**src/rtl/qfilt_pkg.sv**
```systemverilog
// Shared constants for the quadrature input filter.
// Assumes: one instance per axis, two encoder phases per axis.
package qfilt_pkg;
    localparam int PRESC_W     = 8;   // width of the strobe divider value
    localparam int SYNC_STAGES = 2;   // synchronizer depth for the raw phases
    localparam int NUM_PHASES  = 2;   // phase A and phase B
endpackage

```
**src/rtl/qfilt_sync.sv**
```systemverilog
// Multi-stage synchronizer for a bus of asynchronous single-bit inputs.
// Assumes: each bit is independent; STAGES >= 2; reset clears all stages.
module qfilt_sync #(
    parameter int W      = 2,
    parameter int STAGES = 2
) (
    input  logic         clk,
    input  logic         rst_n,
    input  logic [W-1:0] d,
    output logic [W-1:0] q
);
    logic [W-1:0] stage [STAGES];

    // First flop captures the asynchronous inputs.
    always_ff @(posedge clk) begin
        if (!rst_n) stage[0] <= '0;
        else        stage[0] <= d;
    end

    // Remaining flops settle metastability one stage at a time.
    for (genvar s = 1; s < STAGES; s++) begin : g_stage
        always_ff @(posedge clk) begin
            if (!rst_n) stage[s] <= '0;
            else        stage[s] <= stage[s-1];
        end

        AST_SYNC_SHIFT: assert property (@(posedge clk) disable iff (!rst_n)
            rst_n |=> stage[s] == $past(stage[s-1]));
    end

    assign q = stage[STAGES-1];
endmodule

```
**src/rtl/qfilt_tick.sv**
```systemverilog
// Sample strobe generator: one strobe every div+1 clocks.
// Assumes: div may change at any time; a count at or above the new div
// fires a strobe at once and restarts from zero.
module qfilt_tick #(
    parameter int W = 8
) (
    input  logic         clk,
    input  logic         rst_n,
    input  logic [W-1:0] div,
    output logic         tick
);
    logic [W-1:0] cnt;

    assign tick = (cnt >= div);

    // Count clocks up to the divider value, then wrap to zero.
    always_ff @(posedge clk) begin
        if (!rst_n)    cnt <= '0;
        else if (tick) cnt <= '0;
        else           cnt <= cnt + 1'b1;
    end

    AST_TICK_RESTART: assert property (@(posedge clk) disable iff (!rst_n)
        tick |=> cnt == '0);
    AST_TICK_ADVANCE: assert property (@(posedge clk) disable iff (!rst_n)
        !tick |=> cnt == $past(cnt) + 1'b1);
endmodule

```
**src/rtl/qfilt_chan.sv**
```systemverilog
// Two-sample acceptance filter for one synchronized phase.
// Assumes: smp is already synchronized; tick is a one-cycle strobe.
// Reports a move (new sample differs from last) and a glitch (a pending
// change reverted to the accepted level) on each strobe.
module qfilt_chan (
    input  logic clk,
    input  logic rst_n,
    input  logic tick,
    input  logic smp,
    output logic out,
    output logic moved,
    output logic glitch
);
    logic prev;
    logic pending;

    assign pending = (prev != out);
    assign moved   = tick && (smp != prev);
    assign glitch  = tick && pending && (smp == out);

    // Keep the last strobe sample; accept a level seen on two strobes.
    always_ff @(posedge clk) begin
        if (!rst_n) begin
            prev <= 1'b0;
            out  <= 1'b0;
        end else if (tick) begin
            prev <= smp;
            if (smp == prev) out <= smp;
        end
    end

    AST_HOLD_OFF_TICK: assert property (@(posedge clk) disable iff (!rst_n)
        !tick |=> $stable(out));
    AST_TWO_SAMPLES: assert property (@(posedge clk) disable iff (!rst_n)
        !$stable(out) |-> $past(prev) == out);
endmodule

```
**src/rtl/qfilt_err.sv**
```systemverilog
// Sticky noise flag for one axis.
// Assumes: moved/glitch are strobe-qualified; a new event beats a clear.
module qfilt_err #(
    parameter int N = 2
) (
    input  logic         clk,
    input  logic         rst_n,
    input  logic [N-1:0] moved,
    input  logic [N-1:0] glitch,
    input  logic         clr,
    output logic         err
);
    logic event_now;

    assign event_now = (&moved) || (|glitch);

    // Set on a noise event, drop on clear, otherwise hold.
    always_ff @(posedge clk) begin
        if (!rst_n)         err <= 1'b0;
        else if (event_now) err <= 1'b1;
        else if (clr)       err <= 1'b0;
    end

    AST_GLITCH_SETS: assert property (@(posedge clk) disable iff (!rst_n)
        (|glitch) |=> err);
    AST_BOTH_MOVE_SETS: assert property (@(posedge clk) disable iff (!rst_n)
        (&moved) |=> err);
    AST_STICKY: assert property (@(posedge clk) disable iff (!rst_n)
        (err && !clr) |=> err);
    AST_CLEAR: assert property (@(posedge clk) disable iff (!rst_n)
        (clr && !event_now) |=> !err);
endmodule

```
**src/rtl/qdec_input_filter.sv**
```systemverilog
// Per-axis quadrature input noise filter.
// Synchronizes both raw phases, samples them on a programmable strobe,
// accepts levels after two equal strobe samples and flags noise.
// Assumes: one instance per axis, so each axis has its own divider value.
module qdec_input_filter
    import qfilt_pkg::*;
(
    input  logic               clk,
    input  logic               rst_n,
    input  logic               enc_a_raw,
    input  logic               enc_b_raw,
    input  logic [PRESC_W-1:0] presc_div,
    input  logic               noise_clr,
    output logic               enc_a_flt,
    output logic               enc_b_flt,
    output logic               noise_err
);
    logic [NUM_PHASES-1:0] raw_bus;
    logic [NUM_PHASES-1:0] sync_bus;
    logic [NUM_PHASES-1:0] flt_bus;
    logic [NUM_PHASES-1:0] moved_bus;
    logic [NUM_PHASES-1:0] glitch_bus;
    logic                  tick;

    assign raw_bus = {enc_b_raw, enc_a_raw};

    qfilt_sync #(.W(NUM_PHASES), .STAGES(SYNC_STAGES)) u_sync (
        .clk   (clk),
        .rst_n (rst_n),
        .d     (raw_bus),
        .q     (sync_bus)
    );

    qfilt_tick #(.W(PRESC_W)) u_tick (
        .clk   (clk),
        .rst_n (rst_n),
        .div   (presc_div),
        .tick  (tick)
    );

    for (genvar p = 0; p < NUM_PHASES; p++) begin : g_phase
        qfilt_chan u_chan (
            .clk    (clk),
            .rst_n  (rst_n),
            .tick   (tick),
            .smp    (sync_bus[p]),
            .out    (flt_bus[p]),
            .moved  (moved_bus[p]),
            .glitch (glitch_bus[p])
        );
    end

    qfilt_err #(.N(NUM_PHASES)) u_err (
        .clk    (clk),
        .rst_n  (rst_n),
        .moved  (moved_bus),
        .glitch (glitch_bus),
        .clr    (noise_clr),
        .err    (noise_err)
    );

    assign enc_a_flt = flt_bus[0];
    assign enc_b_flt = flt_bus[1];

    AST_RESET_QUIET: assert property (@(posedge clk)
        !rst_n |=> !noise_err && !enc_a_flt && !enc_b_flt);
endmodule

```
**config.mk**
```make
export PLATFORM = sky130hd
export DESIGN_NAME = qdec_input_filter
export DESIGN_NICKNAME = d
export VERILOG_FILES = /design/src/rtl/qfilt_pkg.sv /design/src/rtl/qfilt_sync.sv /design/src/rtl/qfilt_tick.sv /design/src/rtl/qfilt_chan.sv /design/src/rtl/qfilt_err.sv /design/src/rtl/qdec_input_filter.sv
export SDC_FILE = /design/constraint.sdc
export NUM_CORES = 1
export LEC_CHECK = 0
export BUFFER_PORTS_ARGS = -buffer_cell sky130_fd_sc_hd__buf_4
export CAP_MARGIN = 20
export CORE_MARGIN = 1
export CORE_UTILIZATION = 55
export DETAILED_ROUTE_END_ITERATION = 10
export PLACE_DENSITY = 0.87
export SETUP_SLACK_MARGIN = 0.2
export SLEW_MARGIN = 25
export SYNTH_ARGS = -nofsm -noshare
export SYNTH_HDL_FRONTEND = slang
export SYNTH_HIERARCHICAL = 1
export SYNTH_SLANG_ARGS = --single-unit
```
**constraint.sdc**
```tcl
create_clock -name clk -period 4.05 [get_ports clk]
set_input_delay 0.2025 -clock clk [delete_from_list [all_inputs] [get_ports clk]]
set_output_delay 0.2025 -clock clk [all_outputs]
set_load 0.01 [all_outputs]
```
Word level (Yosys, flattened, before mapping)
Memories as Yosys holds them, arrays and structs flattened.
Index checks and enable logic that the tools add are counted.
- word-level logic and storage cells: 39
- memories: 1
- output and inout bits: 3
- register bits after elaboration: 13
- RAM bits: 4
- reduce and logical (&&, ||, !) cells: 13
- mux-type cells: 6
- add/sub/neg operators: 1
- $lt $le $gt $ge: 1
- bitwise logic cells: 3
- eq/ne operators: 8
- memory list (memory ; words ; width ; rd ports ; clocked after Yosys merged registers in ; wr ports ; line ; text):
    u_sync.stage ; 2 ; 2 ; 2 ; 0 ; 2 ; qfilt_sync.sv:12 ; logic [W-1:0] stage [STAGES];
- operator list (cell ; count):
    $add 8x1->8 const B ; 1
    $ge 8x8->1 ; 1
    $logic_and 1x1->1 ; 6
    $reduce_and 2->1 ; 3
    $eq 1x1->1 ; 4
    $mux 1 ; 4
    $mux 2 ; 2
    $ne 1x1->1 ; 4
    $reduce_or 2->1 ; 2
    $or 1x1->1 ; 2
    $reduce_bool 2->1 ; 1
    $logic_or 1x1->1 ; 1
    $not 1->1 ; 1

Longest topological paths before layout
- word-level depth: 6
- depth in mapped cells: 8
- mapped depth without buffers: 8

By module
Netlist, hierarchy kept.
- by module, submodules not included (module ; instances ; cells each ; seq. area each (µm²) ; area an instance (µm²)):
    qfilt_tick ; 1 ; 58 ; 160.2 ; 525.5
    qfilt_chan ; 2 ; 13 ; 40.0 ; 126.4
    qfilt_sync ; 1 ; 8 ; 80.1 ; 105.1
    qfilt_err ; 1 ; 4 ; 20.0 ; 46.3

Least setup slack after synthesis
OpenSTA, ideal clock, no wires.
- path kind: register to register
- start point: reg u_tick.cnt[0]
- end point: reg u_err.err
- path slack: 1.979 ns
- cell stages (with the launch flop): 9
- path buffers: 0
- clock period less this slack: 2.071 ns
- arrival time: 2.001 ns
- setup time: 0.070 ns
- required time: 3.980 ns
- cell sequence: dfxtp_1 -> inv_1 -> ha_1 -> nand2b_1 -> a21oi_4 -> o31ai_1 -> a21boi_1 -> a211oi_2 -> a21boi_1
- cells in the longest elaborated chain, start to end: 6
- elaborated cells on any way between the ends: 12
- ends and longest elaborated chain (what ; line ; text):
    start, declared ; qfilt_tick.sv:12 ; logic [W-1:0] cnt;
    start signal, assigned ; qfilt_tick.sv:20 ; else cnt <= cnt + 1'b1;
    $ge 8x8->1 * ; qfilt_tick.sv:14 ; assign tick = (cnt >= div);
    via tick ; qdec_input_filter.sv:23 ; logic tick;
    $logic_and 1x1->1 * (2 in a row) ; qfilt_chan.sv:19 ; assign glitch = tick && pending && (smp == out);
    via glitch_bus[1] ; qdec_input_filter.sv:22 ; logic [NUM_PHASES-1:0] glitch_bus;
    $reduce_or 2->1 * ; qfilt_err.sv:15 ; assign event_now = (&moved) || (|glitch);
    $logic_or 1x1->1 * ; qfilt_err.sv:15 ;
    $mux 1 / $reduce_bool 2->1 (equally long branches) ; n/a ;
    end signal, assigned ; qfilt_err.sv:19 ; if (!rst_n) err <= 1'b0;
    end signal, assigned ; qfilt_err.sv:20 ; else if (event_now) err <= 1'b1;
    end signal, assigned ; qfilt_err.sv:21 ; else if (clr) err <= 1'b0;
    end, declared ; qfilt_err.sv:11 ; output logic err
Mark *: on every way through the listed nets, which the timed path passes. The rest lies on a longest branch.
A chain may end at the register's enable or synchronous reset.

Final worst setup path
- start point: reg u_tick.cnt[2]
- end point: reg u_err.err
- elaborated cells on any way between the ends: 12
- RTL lines (what ; line ; text):
    $ge 8x8->1 * ; qfilt_tick.sv:14 ;
    via tick ; qdec_input_filter.sv:23 ;
    $logic_and 1x1->1 * ; qfilt_chan.sv:18 ; assign moved = tick && (smp != prev);
    via moved_bus[0] ; qdec_input_filter.sv:21 ; logic [NUM_PHASES-1:0] moved_bus;
    $reduce_and 2->1 * ; qfilt_err.sv:15 ;
    $logic_or 1x1->1 * ; qfilt_err.sv:15 ;
    $mux 1 / $reduce_bool 2->1 (equally long branches) ; n/a ;
Marks and branches as above.

==> impl_results.rst <==
.. list-table::
   :header-rows: 1

   * - Metric
     - Value
   * - Aggregate global routing overflow
     - 0
   * - Syn_area_per_cell
     - 9.684 um^2
   * - Wire length of the first global-routing pass
     - 2.608 mm
   * - Count of different cell masters after synthesis
     - 28
   * - Standard-cell row count
     - 14
   * - Most instantiated flip-flop cell in the synthesis netlist
     - dfxtp_1
   * - Run status
     - completed
   * - Maximum fanout along the worst path
     - 10
   * - Count of flip-flops with a built-in enable after synthesis
     - 0
   * - Detail Route met3 WL
     - 72 um
   * - Full die area
     - 1858 um^2
   * - Gr usage total
     - 0.1894
   * - Post-cts sizing count
     - 0
   * - Overall die width
     - 43.11 um
   * - Crit path max-delay cell type
     - dfxtp_1
   * - RSZ-0062 raised after global routing
     - false
   * - Cell at the root of the clock tree
     - clkbuf_4
   * - First-pass iteration count of the detailed router
     - 5
   * - Final routed DRC violation total
     - 0
   * - Detailed route wirelength on metal2
     - 779 um
   * - Final total negative setup slack
     - 0 ns
   * - Final Net Count
     - 138
   * - Count of antenna diodes in the layout
     - 0
   * - Post-CTS setup buffer count
     - 0
   * - RD Place Congestion
     - 0.7552
   * - Synth-to-layout area growth
     - 17.63%
   * - Hold Path Class
     - input pin to register
   * - Gate count of the mapped netlist
     - 96
   * - Setup slack after layout
     - 1.902 ns
   * - IO Port Bufs
     - 15
   * - Fraction of final layout cells sized beyond drive strength 1
     - 0.2174
   * - Crit path cell chain
     - ha_1 -> or3_1 -> a21oi_1 -> o31ai_2 -> and2_1 -> a211oi_2 -> a21boi_1
   * - Fin crit period
     - 2.148 ns
   * - Number of ports placed on the die boundary
     - 16
   * - Setup clock skew after layout
     - 0.004775 ns
   * - Fraction of the core area covered by cells at the end of the flow
     - 0.7094
   * - Maximum number of pins on one net before global-route repair
     - 13
   * - Ratio of final minimum period to clock period
     - 0.5303
   * - Cell count after placement
     - 127
   * - Startpoint types
     - register
   * - Warnings from Yosys
     - 6
   * - Synth Net Count
     - 118
   * - Highest clock frequency the design can meet
     - 465.6 MHz
   * - Met1 wire length
     - 647 um
   * - Delay of the slowest cell on the worst path
     - 0.40 ns
   * - Post-synthesis sequential area ratio
     - 0.3661
   * - Worst-case register-to-register setup slack
     - 1.90 ns
   * - Normalized max-slew margin
     - 0.5285
   * - Leak
     - 0.5063 nW
   * - Antenna violations before repair
     - 0
   * - Slew at the pin closest to its max-slew limit
     - 0.7030 ns
   * - Via/cell ratio
     - 5.580
   * - Bufs and invs on worst path
     - 0
   * - CTS buffer count
     - 3
   * - Largest vdd supply drop
     - 0.2530 mV
   * - Placed wire-length estimate
     - 1.153 mm
   * - Sink count of the clock tree
     - 17
   * - Clock Tree Buf Depth
     - 2
   * - Highest metal used
     - met4
   * - Post-placement worst setup slack
     - 1.715 ns
   * - Family with the most delay on the worst path
     - compound AO/OA/AOI/OAI gates
   * - Count of vias placed by the detailed router
     - 731
   * - Cell area after synthesis
     - 929.6 um^2
   * - Number of H-tree branching levels
     - 1
   * - Worst r2r path cells
     - 7
   * - Hold Buf Count CTS
     - 0
   * - Pwr Density
     - 277.5 nW/um^2
   * - Core Box Area
     - 1541 um^2
   * - DIE HEIGHT
     - 43.11 um
   * - Worst Setup Path Type
     - register to register
   * - CTS clock-pin slew for the worst setup and hold paths
     - 0.09 ns
   * - Via count of the first global-routing pass
     - 674
   * - Clock tree from TritonCTS
     - done
   * - Post-route total power
     - 0.3034 mW
   * - Number of hold-slack violations in the final timing report
     - 0
   * - Clock latency reported for the late side of the worst-skew pair
     - 0.29 ns
   * - Starting Density
     - 0.6031
   * - Maxcap violations
     - 0
   * - Critical Path End Type
     - register
   * - Initial DRC count
     - 6
   * - Req. time, crit path
     - 4.23 ns
   * - Detailed-route wire length per cell
     - 11.60 um
   * - CP Data Arrival Time
     - 2.33 ns
   * - Post-Route WL
     - 1.520 mm
   * - Logic depth of the worst setup path including buffers
     - 7
   * - Slew Viols, Final
     - 0
   * - Final cell count without fillers
     - 131
   * - Min-Delay Path Depth
     - 2
   * - Remaining number of nets flagged by the antenna check after routing
     - 0
   * - Share of async-settable or async-resettable flops after synthesis
     - 0
   * - Setup-failing EPs final
     - 0
   * - Count of state elements after synthesis
     - 17
==> power breakdown <==
group          switching, mW  internal (mW)
logic                 0.0185         0.0223
clock network         0.0484         0.0383
registers            0.00416          0.172
==> per-stage QoR <==
step / hold slack (ns) / cell area, um^2
after floorplan: 0.3242 / 929.6
after global placement: 0.4099 / 1062
after detailed placement: 0.4107 / 1062
after CTS: 0.1086 / 1089
after global routing: 0.1030 / 1094
final: 0.1167 / 1094
==> worst paths after layout <==
check	endpoint	startpoint
max	u_err/err	u_tick/cnt[2]
min	u_sync/stage[0][0]	enc_a_raw
max reg2reg	u_err/err	u_tick/cnt[2]
min reg2reg	u_sync/stage[1][0]	u_sync/stage[0][0]
==> per-layer routing <==
layer  track usage  vias to the layer above
li1              -                      365
met1        0.1837                      344
met2        0.3343                       18
met3       0.09787                        4
met4       0.07273                        0
met5             0                        -
==> Yosys cell counts, types with 3 or more instances <==
cell | n | area share
dfxtp_1 | 17 | 0.37
ha_1 | 9 | 0.12
inv_1 | 9 | 0.036
nor2_1 | 9 | 0.036
and2_1 | 8 | 0.054
nand2b_1 | 4 | 0.027
xnor2_1 | 4 | 0.038
xor2_1 | 4 | 0.038
a21boi_1 | 3 | 0.024
nand3_1 | 3 | 0.016
==> layout make-up <==
| cell class | count | area (um^2) |
|---|---|---|
| Multi-Input combinational cell | 70 | 560.5 |
| Tap cell | 16 | 20.02 |
| Clock buffer | 4 | 26.28 |
| Sequential cell | 17 | 340.3 |
| Inverter | 9 | 33.78 |
| Timing Repair Buffer | 15 | 112.6 |
| Fill cell | 117 | 447.9 |
==> state kept, by name, indices dropped and copies added (netlist names) <==
name,count
u_err/err,1
u_tick/cnt,8
u_sync/stage,4
g_phase.u_chan/prev,2
g_phase.u_chan/out,2
==> cell usage in the layout, fill, tap and decap left out, drive strengths merged <==
master  instances
a211oi          1
buf            15
a32o            2
nor2b           2
nand3           3
nor3            1
nand2b          4
inv             9
nand3b          2
clkbuf          4
nor2            9
xor2            4
a21o            3
a21oi           3
or4             1
o311ai          1
xnor2           4
dfxtp          17
and3            1
a21boi          3
ha              9
or3             1
or3b            2
mux2i           2
and2            8
o31ai           1
o21a            1
nand2           2
==> cell families after synthesis <==
group | count (synthesis) | share of synthesized area
buf+inv | 9 | 0.03634
xor+xnor | 8 | 0.07536
mux | 2 | 0.02154
compound gates | 15 | 0.1588
simple gates | 36 | 0.2207
fa+ha+maj | 9 | 0.1211
flops | 17 | 0.3661
(Power assumes the default switching activity.)
